**config.mk**
```make
export PLATFORM = sky130hd
export DESIGN_NAME = tmr_irq_router
export DESIGN_NICKNAME = d
export VERILOG_FILES = /design/src/rtl/tmr_irq_router.sv
export SDC_FILE = /design/constraint.sdc
export NUM_CORES = 1
export LEC_CHECK = 0
export BUFFER_PORTS_ARGS = -buffer_cell sky130_fd_sc_hd__buf_2
export CAP_MARGIN = 5
export CORE_AREA = 5 5 148 150
export DETAILED_ROUTE_END_ITERATION = 8
export DIE_AREA = 0 0 153 155
export PLACE_DENSITY_LB_ADDON = 0.1
export REMOVE_ABC_BUFFERS = 1
export SKIP_CTS_REPAIR_TIMING = 1
export SLEW_MARGIN = 20
export SYNTH_ARGS = -nofsm -noshare
export SYNTH_HDL_FRONTEND = slang
export SYNTH_SLANG_ARGS = --single-unit
```
**constraint.sdc**
```tcl
create_clock -name clk -period 1.8 [get_ports clk]
set_input_delay 0.18 -clock clk [delete_from_list [all_inputs] [get_ports clk]]
set_output_delay 0.18 -clock clk [all_outputs]
set_load 0.02 [all_outputs]
```
**src/rtl/tmr_irq_router.sv**
```systemverilog
module tmr_irq_router #(
  parameter int NT       = 4,
  parameter int NL       = 16,
  parameter int RW       = 4,
  parameter int RTC_LINE = 8
) (
  input  logic             clk,
  input  logic             rst_n,
  input  logic             glb_en,
  input  logic             legacy_en,
  input  logic [NT-1:0]    tmr_en,
  input  logic [NT-1:0]    tmr_level,
  input  logic [NT-1:0]    tmr_msg_en,
  input  logic [NT*RW-1:0] tmr_route,
  input  logic [NT*64-1:0] msg_route,
  input  logic [NT-1:0]    fire,
  input  logic [NT-1:0]    clr,
  input  logic             sts_wr,
  input  logic [NT-1:0]    sts_wdata,
  input  logic             rtc_in,
  input  logic             mw_ready,
  output logic [NL-1:0]    irq_out,
  output logic [NT-1:0]    irq_sts,
  output logic             mw_valid,
  output logic [31:0]      mw_addr,
  output logic [31:0]      mw_data
);
  logic [NT-1:0] sts_q, pulse_q, pend_q, msg_en_q;
  logic [NT-1:0] live, fire_ok, clr_ev, set_lvl, drop, set_pulse, msg_new, grant;
  logic          rtc_q, load;

  assign live      = tmr_en & {NT{glb_en}};
  assign fire_ok   = fire & live;
  assign clr_ev    = (fire & ~live) | clr | ({NT{sts_wr}} & sts_wdata & sts_q)
                   | (tmr_msg_en & ~msg_en_q);
  assign set_lvl   = fire_ok & ~clr_ev & ~tmr_msg_en & tmr_level;
  assign set_pulse = fire_ok & ~clr_ev & ~tmr_msg_en & ~tmr_level;
  assign drop      = clr_ev | set_pulse;
  assign msg_new   = fire_ok & ~clr_ev & tmr_msg_en;
  assign load      = (|pend_q) & (~mw_valid | mw_ready);
  assign irq_sts   = sts_q;

  always_comb begin
    logic found;
    found = 1'b0;
    grant = '0;
    for (int i = 0; i < NT; i++) begin
      if (pend_q[i] && !found) begin
        grant[i] = 1'b1;
        found    = 1'b1;
      end
    end
  end

  always_comb begin
    int dest;
    irq_out = '0;
    for (int i = 0; i < NT; i++) begin
      dest = int'(tmr_route[i*RW +: RW]);
      if (legacy_en && i == 0) dest = 0;
      if (legacy_en && i == 1) dest = RTC_LINE;
      for (int l = 0; l < NL; l++) begin
        if (dest == l && (sts_q[i] || pulse_q[i]) && !tmr_msg_en[i]) irq_out[l] = 1'b1;
      end
    end
    for (int l = 0; l < NL; l++) begin
      if (l == RTC_LINE && rtc_q && !legacy_en) irq_out[l] = 1'b1;
    end
  end

  always_ff @(posedge clk or negedge rst_n) begin
    if (!rst_n) begin
      sts_q    <= '0;
      pulse_q  <= '0;
      pend_q   <= '0;
      msg_en_q <= '0;
      rtc_q    <= 1'b0;
      mw_valid <= 1'b0;
      mw_addr  <= '0;
      mw_data  <= '0;
    end else begin
      sts_q    <= (sts_q & ~drop) | set_lvl;
      pulse_q  <= set_pulse;
      msg_en_q <= tmr_msg_en;
      rtc_q    <= rtc_in;
      pend_q   <= (pend_q & ~(load ? grant : '0)) | msg_new;
      mw_valid <= load | (mw_valid & ~mw_ready);
      if (load) begin
        for (int i = 0; i < NT; i++) begin
          if (grant[i]) begin
            mw_addr <= msg_route[i*64+32 +: 32];
            mw_data <= msg_route[i*64 +: 32];
          end
        end
      end
    end
  end
endmodule


```
Word level (Yosys, flattened, before mapping)
Cells that the tools add are included.

cells by class
  reduce and logical (&&, ||, !) cells = 151
  bitwise gates (word level) = 32
  multiplexer cells = 82
  equal/unequal tests = 60

operator list
  kind                                                   number
  equality test 32 x 5 -> 1 bit (second input constant)  16
  equality test 32 x 4 -> 1 bit (second input constant)  8
  two-way mux 32 bit                                     8
  logical AND 1 bit                                      132
  equality test 32 x 3 -> 1 bit (second input constant)  4
  two-way mux 1 bit                                      71
  equality test 32 x 2 -> 1 bit (second input constant)  2
  equality test 4 bit (second input constant)            16
  zero test 32 bit                                       2
  AND 4 bit                                              13
  equality test 4 x 3 -> 1 bit (second input constant)   8
  inverter 4 bit                                         7
  bitwise OR 4 bit                                       6
  equality test 4 x 2 -> 1 bit (second input constant)   4
  two-way mux 4 bit                                      3
  equality test 4 x 1 -> 1 bit (second input constant)   2
  zero test 1 bit                                        8
  zero test 4 bit                                        2
  logical OR 1 bit                                       4
  nonzero test 4 bit                                     1
  OR reduction 4 bit                                     1
  AND 1 bit                                              2
  inverter 1 bit                                         2
  bitwise OR 1 bit                                       2
  AND reduction 2 bit                                    1

storage, ports and cells
  register bits = 82
  output and inout port bits = 85

Logic depth before layout (Yosys ltp)
Gate-level depths: netlist of run 1.

  depth in word-level cells = 14
  depth in mapped cells = 6
  mapped depth without buffers = 4

Worst setup path before layout of run 1
OpenSTA, ideal clock, no wires.

  path kind = register to output
  start = register sts_q[1], in the netlist irq_sts[1]
  end = output irq_out[7]
  setup slack = -209 ps
  buffers on the path = 0
  arrival time = 1,829 ps
  required time = 1,620 ps
  stages on the path, launching flop included = 5
  path through = dfrtp_1 > nor2_1 > nor3_1 > nand3_1 > o311ai_0

between the ends
  longest elaborated chain between the ends = 6

RTL lines
  item                             line  text
  start, declared                  28    logic [NT-1:0] sts_q, pulse_q, pend_q, msg_en_q;
  start signal, assigned           82    sts_q <= (sts_q & ~drop) | set_lvl;
  logical OR 1 bit                 63    if (dest == l && (sts_q[i] || pulse_q[i]) && !tmr_msg_en[i]) irq_out[l] = 1'b1;
  logical AND 1 bit (2 in series)  63
  two-way mux 1 bit (3 in series)  63
  end, declared                    22    output logic [NL-1:0] irq_out,

Every way passes these cells.

Worst setup path after layout of run 1
  start = register sts_q[0], in the netlist irq_sts[0]
  end = output irq_out[9]

between the ends
  longest elaborated chain between the ends = 7

RTL lines
  item                             line
  logical OR 1 bit                 63
  logical AND 1 bit (2 in series)  63
  two-way mux 1 bit (4 in series)  63

Every way passes these cells.

==> summary.txt, run 1 <==
Timing
  – Max Slew Vio Count: 0
  – Clk_skew: around 0.0057 ns
  – Final setup margin: -0.0481 ns
  – Final Hold Fails: 0
  – Worst Hold Slack: 0.0237 ns
  – Minimum clock period: 1.85 ns
  – Setup violators final: 6
  – Unrepaired setup endpoints after global routing: yes
  – Final worst path period share: 103%
  – Worst slew pin tran: 0.471 ns
  – Peak Freq: 0.541 GHz
  – Slew margin rel.: 68.5%

Synthesis
  – Synth Instances: a little under 700
  – Largest family of logic cells by synthesized area: compound AO/OA/AOI/OAI gates
  – Synthesized-area fraction occupied by adder cells: 0%
  – Sequential-to-total area share from yosys stat: 36.3%
  – Number of synthesized flops with an enable pin: 0
  – Synth Area in XOR/XNOR: 0%
  – Ys async rst share: 100%
  – Syn Area/Cell: ~8.3 um^2
  – Synth Warn #: 0
  – Synth Flop Type: dfrtp_1
  – Post-Synth Simple-Gate Area: 22.6%
  – Compound-Gate Fraction of Synth Area: 23.7%
  – Mapped cell area: 0.00565 mm^2
  – Mux contribution to synthesized area: 11.3%
  – Yosys cell types: 39
  – #FFs+latches synth: 82

Worst setup path
  – Setup crit start kind: flop
  – WP buf/inv: 2
  – Reg-to-reg endpoint: mw_data[24]
  – Critical Path Slowest Stage Cell: dfrtp_2
  – CP max FO: 4
  – CP Cell Sequence: nor2_4, nor4b_2, buf_4, a22oi_2, nand3_2, buf_6
  – Req. time, crit path: 1.62 ns
  – CP max stage delay: around 0.43 ns
  – Cell family with the largest share of critical-path delay: flip-flops
  – FF-to-FF path depth: 4
  – Worst r2r src: pend_q[2]
  – Setup crit end kind: output pin
  – CP arrival: 1.67 ns
  – R2r setup slk: 0.13 ns
  – Kind of critical path: flop to output pin

Clock tree
  – CTS H-tree lvls: 3
  – CTS tree: built
  – Clock root buffer: clkbuf_16
  – CTS max path bufs: 2
  – Worst-Skew Late Latency: between 0.3 and 0.4 ns
  – Clock Pin Slew Worst Setup and Hold Paths: roughly 0.06 ns
  – Total CTS buffers: 9
  – Clock sink total: 82

GRT
  – Largest net degree at the start of global routing: 83
  – Vias in the first global route: 6378
  – GRT Total Usage: between 10% and 20%
  – Initial antenna violation count: 1
  – First-pass GRT wire length: about 34000 um
  – Total gr overflow: 0

Routing
  – Pre-antenna DRT Iters: 5
  – WL final: around 23000 um
  – Drc violations: 0
  – Initial DRC count: 224
  – Post-DRT Antenna Nets: 0
  – Via density: 4.78
  – Wire per inst: 17.1 um
  – Routed vias: ~6.4k

Final layout
  – Fin area: 0.00865 mm^2
  – Final nets: between 1k and 1.5k
  – Non-Filler Instances: between 1k and 1.5k
  – Share of post-route cells with drive strength above 1: 45.1%
  – Area Overhead vs Synth: 53.0%

Floorplanning
  – # rows: 53
  – Total core area: 0.0206 mm^2
  – Starting Density: between 20 and 30%
  – Die H: 155 um
  – IO Count: 388
  – DIE WIDTH: about 150 um
  – Die ar.: 0.0237 mm^2

Power
  – Int Pwr: 4600 uW
  – LEAKAGE: 0.00416 uW
  – Comb pwr share: between 30% and 40%
  – Peak VDD IR: 0.000400 V
  – Cell Pwr Density: about 840 mW/mm^2
  – Seq pwr share: about 36%
  – Total chip power: 7290 uW
  – Sw Ratio: 36.9%
  – Clock network power share: ~25%
  – Net switching power: 2690 uW

Place
  – Routability congestion estimate: just under 0.9
  – # port buffers: 387
  – Post-DP HPWL: 18200 um
  – Placed cells: approximately 1.3k
  – Pre-CTS setup slack: 0.0544 ns
  – Placed cell areas: around 0.0081 mm^2

Worst hold path
  – Hold wc startpoint: tmr_level[1]
  – WHS Endpoint: pulse_q[1]
  – Hold path depth: 2
  – Hold crit path type: input pin to flop

Status
  – Failing checks: negative setup slack
  – Status: finished, violations left

Flow run
  – Maxcap violations: 0
cells in the mapped netlist, types with 6 or more instances:
library cell	count	share of area, %
inv_1	6	0.40
a211o_1	64	9.9
nor2b_1	11	1.2
nand2_1	81	5.4
nor2_1	148	9.8
mux2i_1	64	11
nand3_1	17	1.5
buf_2	10	0.89
nor3_1	6	0.53
clkbuf_1	27	1.8
a22oi_1	18	2.4
dfrtp_1	82	36
buf_6	14	2.8
a31oi_1	66	7.3
a32oi_1	8	1.2
how the worst max path moves through the flow:
stage | start | to | slack, ns | depth (start not counted)
floorplan | pend_q[0] | mw_addr[30] | -9.03 | 3
global placement | tmr_msg_en[0] | irq_out[14] | 0.04 | 6
detailed placement | legacy_en | irq_out[7] | 0.05 | 6
CTS | irq_sts[1] | irq_out[7] | -0.34 | 5
global route | irq_sts[3] | irq_out[0] | -0.14 | 4
finish | irq_sts[0] | irq_out[9] | -0.05 | 6
layout by cell type (no fill, tap or decap), drive strengths merged, types with 6 or more instances in the layout:
cell	n
nor3	6
a32oi	8
a211o	64
dfrtp	82
nand3	17
buf	427
nand2	81
inv	6
clkbuf	12
nor2b	11
mux2i	64
nor2	148
a31oi	66
a22oi	18
power groups by stage:
stage | combinational [uW] | clock [uW] | sequential (uW)
CTS | 2820 | 1920 | 2670
detailed placement | 2820 | 0 | 2680
global placement | 2830 | 0 | 2670
finish | 2780 | 1850 | 2650
global route | 3050 | 1980 | 2740
floorplan | 842 | 0 | 3360
per-layer routing:
metal	up-vias	wire length [um]	part of all wire, %	global-route usage (%)
li1	3251	-	-	-
met1	2887	9110	40	21.6
met2	257	11500	50	31.8
met3	24	1860	8.1	5.98
met4	0	438	1.9	5.18
met5	-	0	0	0
metrics by stage:
step | setup TNS (ns) | util [%]
floorplan | -578.32 | -
global placement | 0 | 39.2
detailed placement | 0 | 39.2
CTS | -3.05 | 40.6
global route | -1.37 | 42.1
finish | -0.142 | 42.1
state kept, by name, indices dropped and copies added, names as in the netlist:
register	count
irq_sts	4
pulse_q	4
mw_valid	1
rtc_q	1
msg_en_q	4
mw_addr	32
pend_q	4
mw_data	32
layout make-up:
| class | count | area, um^2 |
|---|---|---|
| antenna | 1 | 2.50 |
| clock buffer | 12 | 246 |
| clock inverter | 3 | 40.0 |
| fill | 2161 | 11900 |
| inverter | 6 | 22.5 |
| multi-input combinational | 536 | 3490 |
| sequential | 82 | 2060 |
| tap | 275 | 344 |
| timing repair buffer | 429 | 2450 |
worst reg2reg max path, stage by stage, from the launching register on:
cell     delay [ns]
dfrtp_1        0.44
or3b_4         0.46
buf_12         0.19
a211o_1        0.32
a31oi_1        0.18
cells by family after synthesis:
kind of cell    after synthesis
flops                        82
buf+inv                      60
simple gates                295
compound gates              177
mux                          64
Power figures use the tool's default switching activity.
==> run 2, diff against run 1 <==
==> config.mk (replaced) <==
export PLATFORM = sky130hd
export DESIGN_NAME = tmr_irq_router
export DESIGN_NICKNAME = d
export VERILOG_FILES = /design/src/rtl/tmr_irq_router.sv
export SDC_FILE = /design/constraint.sdc
export NUM_CORES = 1
export LEC_CHECK = 0
export ABC_AREA = 1
export BUFFER_PORTS_ARGS = -buffer_cell sky130_fd_sc_hd__buf_2
export CAP_MARGIN = 5
export CORE_ASPECT_RATIO = 1.4
export CORE_MARGIN = 5
export CORE_UTILIZATION = 30
export DETAILED_ROUTE_END_ITERATION = 8
export PLACE_DENSITY_LB_ADDON = 0.1
export REMOVE_ABC_BUFFERS = 1
export SKIP_CTS_REPAIR_TIMING = 1
export SLEW_MARGIN = 10
export SYNTH_ARGS = -nofsm -noshare
export SYNTH_HDL_FRONTEND = slang
export SYNTH_SLANG_ARGS = --single-unit
==> run 2 against run 1 <==
  * Highest routed layer is now met5
  * The flow now finishes without violations
  * Critical endpoint is now irq_out[3]
  * Worst hold slack lost 0.012 ns
  * Non-clock buffer count down 13
  * Die area rose by 14%
  * Power is 81% higher
  * Critical path depth increased by 1
==> summary.txt, run 2 <==
Status
  – Status: completed

Floorplanning
  – DIE WIDTH: 140 um
  – Total core area: between 0.02 and 0.025 mm^2
  – Die ar.: around 0.027 mm^2
  – IO Count: around 390
  – Die H: slightly below 200 um
  – Starting Density: between 30% and 40%
  – # rows: 66

Routing
  – Initial DRC count: 501
  – Drc violations: 0
  – Via density: 4.53
  – Routed vias: 9113
  – Post-DRT Antenna Nets: 0
  – Wire per inst: 15.5 um
  – Pre-antenna DRT Iters: 6
  – WL final: about 31000 um

Synthesis
  – Synth top cells by count: nand2_1 (547), inv_1 (250), nor2_1 (177), nand3_1 (158), dfrtp_1 (82)
  – #FFs+latches synth: 82
  – Synth top area share: around 29%
  – Area leader, netlist: nand2_1
  – Mapped cell area: 0.00715 mm^2
  – Most frequent cell after synthesis: nand2_1
  – Ys async rst share: 100%
  – Syn Area/Cell: 5.38 um^2
  – Synth top area cells: nand2_1 (29%), dfrtp_1 (29%), inv_1 (13%), nand3_1 (11%), nor2_1 (9.3%)
  – Synth Instances: 1329
  – Yosys cell types: 18
  – Number of synthesized flops with an enable pin: 0
  – Synth Flop Type: dfrtp_1
  – Sequential-to-total area share from yosys stat: about 29%
  – Synth Warn #: 0

GRT
  – GRT Total Usage: 22.0%
  – Largest net degree at the start of global routing: 69
  – Vias in the first global route: 8783
  – Initial antenna violation count: 7
  – First-pass GRT wire length: about 47000 um
  – Total gr overflow: 0

Worst setup path
  – Top cell by count, worst path: nor2_1
  – CP max FO: 9
  – CP arrival: 1.55 ns
  – Kind of critical path: flop to output pin
  – WP buf/inv: 3
  – Critical Path Slowest Stage Cell: dfrtp_1
  – Req. time, crit path: 1.62 ns
  – Cell family with the largest share of critical-path delay: buffers and inverters
  – CP Cell Sequence: nor2_1, nor2_1, buf_6, buf_12, nand3_1, nand4_1, buf_2
  – Setup crit end kind: output pin
  – CP max stage delay: ~0.38 ns
  – Setup crit start kind: flop

Clock tree
  – CTS max path bufs: 2
  – CTS H-tree lvls: 3
  – Clock Pin Slew Worst Setup and Hold Paths: 0.07 ns
  – Worst-Skew Late Latency: 0.34 ns
  – Total CTS buffers: 9
  – Clock sink total: 82
  – Clock root buffer: clkbuf_16
  – CTS tree: built

Final layout
  – Share of post-route cells with drive strength above 1: around a quarter
  – Number of fill cells in the layout: 2661
  – Area Overhead vs Synth: 38.1%
  – Largest registers: mw_addr: 32 flops, mw_data: 32 flops
  – Most frequent cells in the layout: nand2_1 (542), buf_2 (383), inv_1 (250), nor2_1 (167), nand3_1 (156)
  – Commonest non-fill, non-tap cell in the layout: nand2_1
  – Final nets: 1995
  – Fin area: between 0.009 and 0.01 mm^2

Timing
  – Unrepaired setup endpoints after global routing: no
  – Peak Freq: 0.577 GHz
  – Worst slew pin tran: 0.649 ns
  – Setup violators final: 0
  – Final worst path period share: 96.2%
  – Max Slew Vio Count: 0
  – Slew margin rel.: 56.3%
  – Final Hold Fails: 0
  – Final setup margin: 0.0676 ns
  – Clk_skew: 0.0103 ns
  – Minimum clock period: 1.73 ns

Place
  – # port buffers: a little under 400
  – Post-DP HPWL: 24600 um
  – Placed cell areas: between 0.009 and 0.01 mm^2
  – Pre-CTS setup slack: 0.223 ns
  – Routability congestion estimate: roughly 0.94

Power
  – Peak VDD IR: 0.000572 V
  – Cell Pwr Density: 1340 mW/mm^2
  – LEAKAGE: 0.00648 uW

Worst hold path
  – Hold crit path type: input pin to flop

Flow run
  – Maxcap violations: 0
[run 2: changes by cell type after synthesis, sizes merged, moves of 26 or more]
cell and delta:
mux2i -64, a31oi -66, inv +245, nand3 +141
buf +26, nor2 +30, a211o -64, nand2 +467
[run 2: through the flow]
stage	utilization (%)	TNS (ns)	hold WS, ns	total power [uW]	instances
3_5_place_dp	40.3	0	0.139	11500	1980
4_1_cts	41.5	-0.714	-0.242	13400	1996
2_1_floorplan	-	-173.39	-0.116	8280	1265
6_report	42.2	0	0.0113	13200	2010
3_3_place_gp	40.3	0	0.135	11400	1980
5_1_grt	42.2	0	0.00824	14500	2007
[run 2: kinds of logic after synthesis]
kind of cell | after synthesis | share of synthesized area (%)
simple gates | 914 | 51.9
compound gates | 17 | 1.19
buf+inv | 316 | 18.2
flops | 82 | 28.7
[run 2: where the power goes]
group / internal (uW) / switching, uW
combinational: 2840 / 5440
sequential: 2650 / 428
clock: 1070 / 783
total: 6560 / 6650
[run 2: cell type report]
cell class	instances	area, um^2	area share [%]
Multi-Input combinational cell	931	3880	39.4
Timing Repair Buffer	416	2300	23.3
Sequential cell	82	2050	20.8
Inverter	252	946	9.58
Tap cell	306	383	3.88
Clock buffer	11	233	2.36
Clock inverter	5	55.1	0.558
Antenna cell	7	17.5	0.177
[run 2: final timing paths]
kind	startpoint	to	slack [ns]	depth (start not counted)
min in group asynchronous	rst_n	mw_addr[10]	0.31	2
setup reg to reg	pend_q[0]	mw_data[28]	0.25	7
setup / recovery	irq_sts[0]	irq_out[3]	0.07	7
max in group asynchronous	rst_n	mw_addr[21]	0.93	3
hold / removal	tmr_msg_en[2]	msg_en_q[2]	0.01	1
hold reg to reg	mw_data[30]	mw_data[30]	0.47	2
[run 2: routing by layer]
metal  wire (um)  global-route usage (%)  vias up
met4         804                    7.79        6
li1            -                       -     4650
met5          39                       0        -
met1       11900                    25.0     4099
met3        1990                    3.79       42
met2       16500                    41.3      316
==> run 3, diff against run 2 <==
--- a/config.mk
+++ b/config.mk
@@ -13,6 +13,7 @@
 export CORE_UTILIZATION = 30
 export DETAILED_ROUTE_END_ITERATION = 8
 export PLACE_DENSITY_LB_ADDON = 0.1
+export RECOVER_POWER = 100
 export REMOVE_ABC_BUFFERS = 1
 export SKIP_CTS_REPAIR_TIMING = 1
 export SLEW_MARGIN = 10
==> run 3 against run 2 <==
  * Maximum frequency increased by 0.33%
  * Power down 2.1%
  * Critical path depth is 1 lower
  * Critical endpoint is now irq_out[5]
==> summary.txt, run 3 (synthesis gave the netlist of run 2 again) <==
Place
  – Placed cell areas: 0.00942 mm^2
  – Pre-CTS setup slack: 0.223 ns
  – Post-DP HPWL: 24600 um
  – Placed cells: 1980
  – # port buffers: 387
  – Routability congestion estimate: around 0.94

GRT
  – Vias in the first global route: 8783
  – Initial antenna violation count: 7
  – Total gr overflow: 0
  – GRT Total Usage: 22.0%
  – Largest net degree at the start of global routing: 69
  – First-pass GRT wire length: 47000 um

Clock tree
  – Clock root buffer: clkbuf_16
  – CTS H-tree lvls: 3
  – Clock sink total: just over 80
  – CTS max path bufs: 2
  – Clock Pin Slew Worst Setup and Hold Paths: 0.06 ns
  – CTS tree: built
  – Worst-Skew Late Latency: 0.34 ns
  – Total CTS buffers: 9

Worst setup path
  – Reg-to-reg endpoint: mw_addr[3]
  – R2r setup slk: 0.15 ns
  – Setup crit end kind: output pin
  – Worst r2r src: pend_q[0]
  – Cell family with the largest share of critical-path delay: simple AND/OR/NAND/NOR gates
  – FF-to-FF path depth: 7
  – WP buf/inv: 2
  – CP Cell Sequence: o21ai_0, buf_4, nor2_1, nand2_1, nand4_1, clkbuf_2
  – CP arrival: ~1.6 ns
  – CP max FO: 3
  – Critical Path Stages: 6
  – Setup crit start kind: flop
  – Kind of critical path: flop to output pin
  – Req. time, crit path: 1.62 ns
  – CP max stage delay: about 0.38 ns
  – Critical Path Slowest Stage Cell: dfrtp_1

Worst hold path
  – WHS Endpoint: msg_en_q[3]
  – Hold path depth: 1
  – Hold wc startpoint: tmr_msg_en[3]
  – Hold crit path type: input pin to flop

Routing
  – WL final: roughly 31000 um
  – Initial DRC count: 516
  – Pre-antenna DRT Iters: 8
  – Routed vias: 9110
  – Via density: between 4 and 5
  – Post-DRT Antenna Nets: 0
  – Wire per inst: 15.6 um
  – Drc violations: 0

Final layout
  – Area Overhead vs Synth: 36.1%
  – Share of post-route cells with drive strength above 1: 22.2%
  – Commonest non-fill, non-tap cell in the layout: nand2_1
  – Final nets: 1995
  – Non-Filler Instances: 2009
  – Largest registers: mw_addr: 32 flops, mw_data: 32 flops
  – Most frequent cells in the layout: nand2_1 (542), buf_2 (304), inv_1 (250), nor2_1 (167), nand3_1 (156)
  – Fin area: 0.00973 mm^2

Status
  – Status: completed

Timing
  – Fin Setup TNS: 0 ns
  – Peak Freq: about 0.58 GHz
  – Setup violators final: 0
  – Final worst path period share: 95.9%
  – Slew margin rel.: 50.6%
  – Max Slew Vio Count: 0
  – Final setup margin: 0.0732 ns
  – Worst slew pin tran: 0.741 ns
  – Final Hold Fails: 0
  – Clk_skew: 0.00902 ns
  – Minimum clock period: 1.73 ns

Flow run
  – Maxcap violations: 0

Power
  – Cell Pwr Density: between 1000 and 1500 mW/mm^2
  – Total chip power: 12900 uW
  – Peak VDD IR: 0.000571 V
  – LEAKAGE: 0.00622 uW

Floorplanning
  – # rows: 66
  – Starting Density: 30.6%
  – Total core area: ~0.023 mm^2
  – Die H: 193 um
  – Die ar.: around 0.027 mm^2
  – DIE WIDTH: 140 um
  – IO Count: slightly below 400
[run 3: changes by cell type in the layout (fill, tap and decap cells not counted), sizes merged]
cell    change
clkbuf     +87
diode       -1
buf        -87
[run 3: how the worst max path moves through the flow]
stage                    start           to
finish              irq_sts[1]   irq_out[5]
global route             rst_n  mw_addr[21]
CTS                 irq_sts[2]  irq_out[10]
detailed placement   pend_q[0]  mw_data[30]
global placement    irq_sts[2]  irq_out[10]
floorplan            pend_q[0]   mw_addr[0]
[run 3: report_power, final]
part / switching (uW) / internal [uW]
Clock: 776 / 1070
Combinational: 5440 / 2550
Sequential: 453 / 2650
[run 3: final cells by class]
| class | count | area [um^2] |
|---|---|---|
| inverter | 252 | 946 |
| tap | 306 | 383 |
| timing repair buffer | 416 | 2150 |
| clock buffer | 11 | 233 |
| multi-input combinational | 931 | 3880 |
| sequential | 82 | 2050 |
| fill | 2700 | 13600 |
| clock inverter | 5 | 55.1 |
| antenna | 6 | 15.0 |
[run 3: worst reg2reg max path, stage by stage, from the launching register on]
cell and delay (ns):
dfrtp_1 0.42, nor2_4 0.21, nand2_2 0.09, clkbuf_4 0.39, nand3_1 0.24, nand2_1 0.07
nand2_1 0.08, nand2_1 0.05
[run 3: per-layer routing]
metal / track usage [%] / share of wire (%)
met4: 7.79 / 2.6
met3: 3.79 / 6.5
met5: 0 / 0.12
met2: 41.3 / 53
met1: 25.0 / 38
[run 3: stage by stage]
| stage | hold WS, ns | util [%] |
|---|---|---|
| 2_1_floorplan | -0.116 | - |
| 3_3_place_gp | 0.135 | 40.3 |
| 3_5_place_dp | 0.139 | 40.3 |
| 4_1_cts | -0.242 | 41.5 |
| 5_1_grt | 0.0310 | 41.6 |
| 6_report | 0.0321 | 41.6 |
